## src/rtl/mst_pkg.sv

```systemverilog
package mst_pkg;
  localparam int UIE_B  = 0;
  localparam int SIE_B  = 1;
  localparam int MIE_B  = 3;
  localparam int UPIE_B = 4;
  localparam int SPIE_B = 5;
  localparam int MPIE_B = 7;
  localparam int SPP_B  = 8;
  localparam int MPP_LO = 11;
  localparam int FS_LO  = 13;
  localparam int XS_LO  = 15;
  localparam int MPRV_B = 17;
  localparam int SUM_B  = 18;
  localparam int MXR_B  = 19;
  localparam int TVM_B  = 20;
  localparam int TW_B   = 21;
  localparam int TSR_B  = 22;

  typedef enum logic [1:0] {
    PRIV_USER  = 2'd0,
    PRIV_SUPER = 2'd1,
    PRIV_RSVD  = 2'd2,
    PRIV_MACH  = 2'd3
  } priv_e;

  // fields software may change through the machine view (summary bit excluded)
  function automatic logic [63:0] wr_mask64();
    logic [63:0] m;
    m = '0;
    m[SIE_B] = 1'b1;  m[MIE_B] = 1'b1;  m[SPIE_B] = 1'b1; m[MPIE_B] = 1'b1;
    m[SPP_B] = 1'b1;  m[MPP_LO +: 2] = 2'b11; m[FS_LO +: 2] = 2'b11;
    m[MPRV_B] = 1'b1; m[SUM_B] = 1'b1;  m[MXR_B] = 1'b1;
    m[TVM_B] = 1'b1;  m[TW_B] = 1'b1;   m[TSR_B] = 1'b1;
    return m;
  endfunction

  // bits visible through the supervisor view, summary bit at xlen-1
  function automatic logic [63:0] sv_mask64(int xlen);
    logic [63:0] m;
    m = '0;
    m[UIE_B] = 1'b1;  m[SIE_B] = 1'b1;  m[UPIE_B] = 1'b1; m[SPIE_B] = 1'b1;
    m[SPP_B] = 1'b1;  m[FS_LO +: 2] = 2'b11; m[XS_LO +: 2] = 2'b11;
    m[SUM_B] = 1'b1;  m[MXR_B] = 1'b1;
    m[xlen-1] = 1'b1;
    return m;
  endfunction

  // fields whose change invalidates cached translations
  function automatic logic [63:0] xlate_mask64();
    logic [63:0] m;
    m = '0;
    m[MXR_B] = 1'b1; m[MPP_LO +: 2] = 2'b11; m[MPRV_B] = 1'b1; m[SUM_B] = 1'b1;
    return m;
  endfunction
endpackage

```

## src/rtl/mst_view_merge.sv

```systemverilog
module mst_view_merge #(
  parameter int XLEN = 64
) (
  input  logic            use_sview,
  input  logic [XLEN-1:0] cur_word,
  input  logic [XLEN-1:0] req_data,
  output logic [XLEN-1:0] merged
);
  localparam logic [XLEN-1:0] SMASK = XLEN'(mst_pkg::sv_mask64(XLEN));

  always_comb begin
    if (use_sview) merged = (cur_word & ~SMASK) | (req_data & SMASK);
    else           merged = req_data;
  end
endmodule

```

## src/rtl/mst_legalize.sv

```systemverilog
module mst_legalize #(
  parameter int XLEN = 64
) (
  input  logic            cfg_smode,
  input  logic            cfg_umode,
  input  logic [XLEN-1:0] cur_word,
  input  logic [XLEN-1:0] merged,
  output logic [XLEN-1:0] next_word
);
  import mst_pkg::*;
  localparam int SD_B = XLEN - 1;
  localparam logic [XLEN-1:0] WMASK = XLEN'(wr_mask64());
  localparam logic [XLEN-1:0] MPP_M = XLEN'(64'h3 << MPP_LO);

  priv_e           req_mpp;
  logic            mpp_bad;
  logic [XLEN-1:0] eff_mask;
  logic [XLEN-1:0] body;

  always_comb begin
    req_mpp = priv_e'(merged[MPP_LO +: 2]);
    unique case (req_mpp)
      PRIV_RSVD:  mpp_bad = 1'b1;
      PRIV_SUPER: mpp_bad = !cfg_smode;
      PRIV_USER:  mpp_bad = !cfg_umode;
      default:    mpp_bad = 1'b0;
    endcase
    eff_mask = mpp_bad ? (WMASK & ~MPP_M) : WMASK;
  end

  for (genvar i = 0; i < SD_B; i++) begin : g_bit
    assign body[i] = eff_mask[i] ? merged[i] : cur_word[i];
  end
  assign body[SD_B] = 1'b0;

  always_comb begin
    next_word       = body;
    next_word[SD_B] = (body[FS_LO +: 2] == 2'b11) || (body[XS_LO +: 2] == 2'b11);
  end
endmodule

```

## src/rtl/mst_flush_detect.sv

```systemverilog
module mst_flush_detect #(
  parameter int XLEN = 64
) (
  input  logic            clk,
  input  logic            rst_n,
  input  logic            fire,
  input  logic [XLEN-1:0] cur_word,
  input  logic [XLEN-1:0] next_word,
  output logic            flush_pulse
);
  localparam logic [XLEN-1:0] CRIT = XLEN'(mst_pkg::xlate_mask64());

  logic hit;
  assign hit = |((cur_word ^ next_word) & CRIT);

  always_ff @(posedge clk) begin
    if (!rst_n) flush_pulse <= 1'b0;
    else        flush_pulse <= fire && hit;
  end
endmodule

```

## src/rtl/mstat_legaliser.sv

```systemverilog
module mstat_legaliser #(
  parameter int XLEN = 64
) (
  input  logic            clk,
  input  logic            rst_n,
  input  logic            wr_valid,
  input  logic            wr_sview,
  input  logic [XLEN-1:0] wr_data,
  input  logic            cfg_smode,
  input  logic            cfg_umode,
  output logic [XLEN-1:0] status_q,
  output logic [XLEN-1:0] sview,
  output logic            flush_pulse
);
  localparam logic [XLEN-1:0] SMASK = XLEN'(mst_pkg::sv_mask64(XLEN));
  localparam logic [XLEN-1:0] RST_WORD = XLEN'(64'h3 << mst_pkg::MPP_LO);

  logic [XLEN-1:0] merged;
  logic [XLEN-1:0] next_word;

  mst_view_merge #(.XLEN(XLEN)) u_merge (
    .use_sview (wr_sview),
    .cur_word  (status_q),
    .req_data  (wr_data),
    .merged    (merged)
  );

  mst_legalize #(.XLEN(XLEN)) u_legal (
    .cfg_smode (cfg_smode),
    .cfg_umode (cfg_umode),
    .cur_word  (status_q),
    .merged    (merged),
    .next_word (next_word)
  );

  mst_flush_detect #(.XLEN(XLEN)) u_flush (
    .clk         (clk),
    .rst_n       (rst_n),
    .fire        (wr_valid),
    .cur_word    (status_q),
    .next_word   (next_word),
    .flush_pulse (flush_pulse)
  );

  always_ff @(posedge clk) begin
    if (!rst_n)        status_q <= RST_WORD;
    else if (wr_valid) status_q <= next_word;
  end

  assign sview = status_q & SMASK;
endmodule

```

## config.mk

```make
export PLATFORM = sky130hd
export DESIGN_NAME = mstat_legaliser
export DESIGN_NICKNAME = d
export VERILOG_FILES = /design/src/rtl/mst_pkg.sv /design/src/rtl/mst_view_merge.sv /design/src/rtl/mst_legalize.sv /design/src/rtl/mst_flush_detect.sv /design/src/rtl/mstat_legaliser.sv
export SDC_FILE = /design/constraint.sdc
export NUM_CORES = 1
export LEC_CHECK = 0
export ABC_CLOCK_PERIOD_IN_PS = 1000
export CAP_MARGIN = 20
export CORE_MARGIN = 1.5
export CORE_UTILIZATION = 24
export DETAILED_ROUTE_END_ITERATION = 7
export PLACE_DENSITY = 0.79
export SLEW_MARGIN = 20
export SYNTH_ARGS = -nofsm -noshare
export SYNTH_HDL_FRONTEND = slang
export SYNTH_SLANG_ARGS = --single-unit
```

## constraint.sdc

```tcl
create_clock -name clk -period 1 [get_ports clk]
set_clock_uncertainty 0.05 [all_clocks]
set_input_delay 0.2 -clock clk [delete_from_list [all_inputs] [get_ports clk]]
set_output_delay 0.2 -clock clk [all_outputs]
set_load 0.02 [all_outputs]
```

# --- Word level (Yosys, flattened, before mapping) ---
# Cells that the tools add are included.
totals:
  register_bits: 65
  out_inout_bits: 129
  inputBits: 70
  wordCells: 80
classes:
  eq_ne: 4
  bitwise: 2
  n_mux: 66
  n_reduce_logical: 6
op_table:
  columns: ["operator", "n"]
  rows:
  - ["1-bit 2-to-1 mux", 63]
  - ["63-bit 2-to-1 mux", 1]
  - ["63-bit by 20-bit OR with 63-bit output", 1]
  - ["20-bit bitwise XOR", 1]
  - ["13-bit 2-to-1 mux", 1]
  - ["2-bit == test (second input constant)", 3]
  - ["5-bit OR reduction", 1]
  - ["1-bit case mux with 3 select lines", 1]
  - ["2-bit by 1-bit == test with 1-bit output (second input constant)", 1]
  - ["1-bit logical NOT", 2]
  - ["2-bit logical NOT", 1]
  - ["1-bit logical AND", 1]
  - ["1-bit logical OR", 1]

# --- Longest topological paths before layout ---
logic_depth:
  word_depth: 9
  depth_mapped: 4
  mapped_depth_nobuf: 3

# --- Cells and area by module ---
# From an unflattened synthesis, not the netlist that was laid out.
unflattened:
  hier_cells: 420
  area_unflattened_um2: 4495.6
by_module_without_submodules:
  columns: ["module", "n_inst", "cells_per_inst", "area_each_um2"]
  rows:
  - ["mstat_legaliser", 1, 271, 2930.3]
  - ["mst_view_merge", 1, 70, 974.7]
  - ["mst_legalize", 1, 70, 511.7]
  - ["mst_flush_detect", 1, 9, 78.8]

# --- Worst setup path before layout ---
# OpenSTA, ideal clock, no wires.
synth_timing:
  kind: "register -> register"
  startpoint: "register status_q[19]"
  endpoint: "register u_flush.flush_pulse"
  path_stages_with_launch: 4
  path_buffers: 0
  required_time_ps: 819
  arrival_time_ps: 939
  path_slack_ps: -120
  synth_period_minus_slack_ps: 1120
  cell_sequence: "dfxtp_1 -> xor2_1 -> o311ai_0 -> a31oi_1"
synth_via:
  elab_chain_len: 4
synth_rtl:
  columns: ["element", "line_no", "rtl"]
  rows:
  - ["start, declared", "mstat_legaliser.sv:11", "output logic [XLEN-1:0] status_q,"]
  - ["start signal, assigned", "mstat_legaliser.sv:47", "else if (wr_valid) status_q <= next_word;"]
  - ["1-bit 2-to-1 mux", "mst_legalize.sv:32", "assign body[i] = eff_mask[i] ? merged[i] : cur_word[i];"]
  - ["20-bit bitwise XOR *", "mst_flush_detect.sv:14", "assign hit = |((cur_word ^ next_word) & CRIT);"]
  - ["5-bit OR reduction *", "mst_flush_detect.sv:14", null]
  - ["1-bit logical AND *", "mst_flush_detect.sv:18", "else flush_pulse <= fire && hit;"]
  - ["end signal, assigned", "mst_flush_detect.sv:18", null]
  - ["end, declared", "mst_flush_detect.sv:9", "output logic flush_pulse"]
# Every way passes the cells marked *; elsewhere a longest branch is shown, timed or not.
# A chain may end at the register's enable or synchronous reset.

# --- Worst setup path in the final report ---
layout_timing:
  startpoint: "register status_q[17]"
  endpoint: "register u_flush.flush_pulse"
layout_via:
  elab_chain_len: 6
layout_rtl:
  columns: ["element", "line_no", "rtl"]
  rows:
  - ["63-bit by 20-bit OR with 63-bit output", "mst_view_merge.sv:12", "if (use_sview) merged = (cur_word & ~SMASK) | (req_data & SMASK);"]
  - ["63-bit 2-to-1 mux", "mst_view_merge.sv:12", null]
  - ["1-bit 2-to-1 mux", "mst_legalize.sv:32", null]
  - ["20-bit bitwise XOR *", "mst_flush_detect.sv:14", null]
  - ["5-bit OR reduction *", "mst_flush_detect.sv:14", null]
  - ["1-bit logical AND *", "mst_flush_detect.sv:18", null]
# Marks and branches as above.

==> reports/metrics.cfg <==
[yosys]
syn_area_mm2 = 0.00159
ys.flop_type = dfxtp_1
ys_warn_count = 0
synth_top_area_share_pct = 53.3
ys_top_cells_by_count = 113 x buf_4, 17 x dfxtp_1, 13 x mux2i_1
synth_edf_count = 0
synth-seq-cells = 17
seq_area_frac_synth_pct = 21.4
syn_avg_cell_area_um2 = 8.56
yosysMostFrequentCell = buf_4
synth.area.top_cells = buf_4 53%, dfxtp_1 21%, mux2i_1 8.2%, nor2b_1 2.8%, nor2_1 1.9%
synth_top_cell_by_area = buf_4
ys_async_sr_fraction_pct = 0
synth_cells = 186
yosysUniqueCellTypes = 27

[clock_network]
clock-sinks = 17
root_buffer = clkbuf_8
cts_max_path_buffers = 2
cts_made_buffers = 3
cts_tree = yes
htree_levels = 1
postCtsHoldBufs = 0
worst_skew_pair.late_latency_ns = 0.26
clk_pin_slew_ns = 0.08

[routing]
wl_um = 2800
drt_iter0_markers = 18
vias = 1032
drc = 0
drt-wirelength-per-cell_um = 8.81
dr.pass1.iters = 4
vias_per_cell = 3.25
drtAntennaViolNets = 0

[floorplanning]
dieHeight_um = 84.4
core.rowCount = 29
num_io_pins = 199
fp.dieW_um = 84.4
initial_utilization_pct = 24.9
fp.dieArea_mm2 = 0.00713
core_area_mm2 = 0.00639

[placement]
hpwl_um = 2240
place_congestion = 0.746
place_area_mm2 = 0.00179
preCtsSetupSlack_ns = -0.665
io_buffers = 45

[sta]
fmax_ghz = 0.889
setup_viol = 3
rsz0062_at_grt = true
finalHoldViolations = 0
maxSlewViolCount = 0
fin_crit_sh_pct = 113
fin_crit_ns = 1.13
fin_setup_tns_ns = -0.222
setup_slack_ns = -0.125

[worst_setup_path]
ff2ff_setup_slack_ns = -0.13
slowest_delay_ns = 0.33
timing.rr.end = u_flush.flush_pulse$_SDFF_PN0_
r2r-start = status_q[17]$_SDFFE_PN0P_
cp.arrival_ns = 1.22
r2r_cells = 4
cp_max_fo = 2
cp.required_ns = 1.10
cp_cell_sequence = buf_4 -> xor2_1 -> a311oi_2 -> a31oi_1
path_delay_family = compound AO/OA/AOI/OAI gates
startpoint_type = register
worstSetupStartpoint = status_q[17]$_SDFFE_PN0P_
crit_type = register to register
worst-path-buf-inv = 1
critPathSlowestCell = dfxtp_2
end_kind = register

[layout]
drive_gt1_share_pct = 30.3
finish.instance_area_mm2 = 0.00195
n_fill_cell = 689
synthToLayoutAreaGrowth_pct = 22.2
post-route-util_pct = 30.5
fin_nets = 312
diodes = 0

[grt]
grt_pass1_wl_um = 4030
grt_overflow = 0
grt_pass1_vias = 833
gr-usage-all-layers_pct = 7.23
antenna_found_initial = 0
grt_max_degree = 12

[power_and_ir_drop]
finalPower_w = 0.00212
ir_drop_uv = 671
power.leakage_nw = 1.03
cellPowerDensity_mw_per_mm2 = 1090

[worst_hold_path]
hold_start = wr_data[19]
hold_path_depth = 3
min_path_type = input pin to register
min_to = status_q[19]$_SDFFE_PN0P_

[status]
status = finished, violations left
violations = setup timing

[run]
cap_viol_max_count = 0

[tightest hold or removal path: cells and delay by family]
family	cells	cell delay (ns)
simple gates	1	0.07
mux	1	0.08
buf+inv	1	0.23
[metrics by stage]
stage	hold WS, ns	instances
detailed placement	0.448	312
finish	0.300	318
CTS	0.295	316
floorplan	0.226	289
global placement	0.433	312
global route	0.299	318
[where the power goes]
| part | internal (W) | total, W | switching [W] |
|---|---|---|---|
| Sequential | 0.000715 | 0.000749 | 0.0000340 |
| Combinational | 0.000270 | 0.000817 | 0.000547 |
| Clock | 0.000281 | 0.000553 | 0.000272 |
[placed cells by master, fill, tap and decap left out, types with 2 or more instances in the layout]
master / n
dfxtp_4: 4
buf_4: 13
dfxtp_2: 12
inv_1: 3
clkdlybuf4s50_1: 12
a31oi_1: 3
dlygate4sd2_1: 8
nor2_1: 8
xor2_1: 2
nor2b_1: 6
buf_6: 28
mux2i_1: 13
conb_1: 104
clkbuf_8: 3
[what timing repair did]
item | 4_1_cts | 5_1_grt
pin swaps | 4 | 0
endpoints found under the setup margin | 41 | 28
setup buffers | 1 | 2
gates resized for setup | 170 | 14
[cell families after synthesis]
kind of cell / Yosys count / share of synthesized area [%]
other cells: 1 / 0.236
simple gates: 22 / 7.94
mux: 14 / 9.12
compound gates: 11 / 5.11
flops: 17 / 21.4
xor+xnor: 3 / 1.65
buf+inv: 118 / 54.6
[routing by layer]
metal	up-vias	GRT usage (%)	routed length, um
li1	486	-	-
met1	458	7.86	978
met2	86	13.4	1500
met3	2	3.15	315
met4	0	0.880	8
met5	-	0	0
[worst max-delay path by stage]
stage	endpoint	cells after the start
global route	u_flush.flush_pulse$_SDFF_PN0_	4
detailed placement	u_flush.flush_pulse$_SDFF_PN0_	4
floorplan	u_flush.flush_pulse$_SDFF_PN0_	3
finish	u_flush.flush_pulse$_SDFF_PN0_	4
global placement	u_flush.flush_pulse$_SDFF_PN0_	4
CTS	u_flush.flush_pulse$_SDFF_PN0_	4
[cell type report]
type / instances / area, um^2 / area share (%)
well taps: 77 / 96.3 / 4.95
repair buffers: 62 / 608 / 31.3
clock inverters: 1 / 7.51 / 0.386
inverters: 4 / 15.0 / 0.772
multi-input cells: 154 / 807 / 41.5
flip-flops and latches: 17 / 370 / 19.0
clock buffers: 3 / 41.3 / 2.12
No activity file was read; power rests on OpenSTA's default activity.
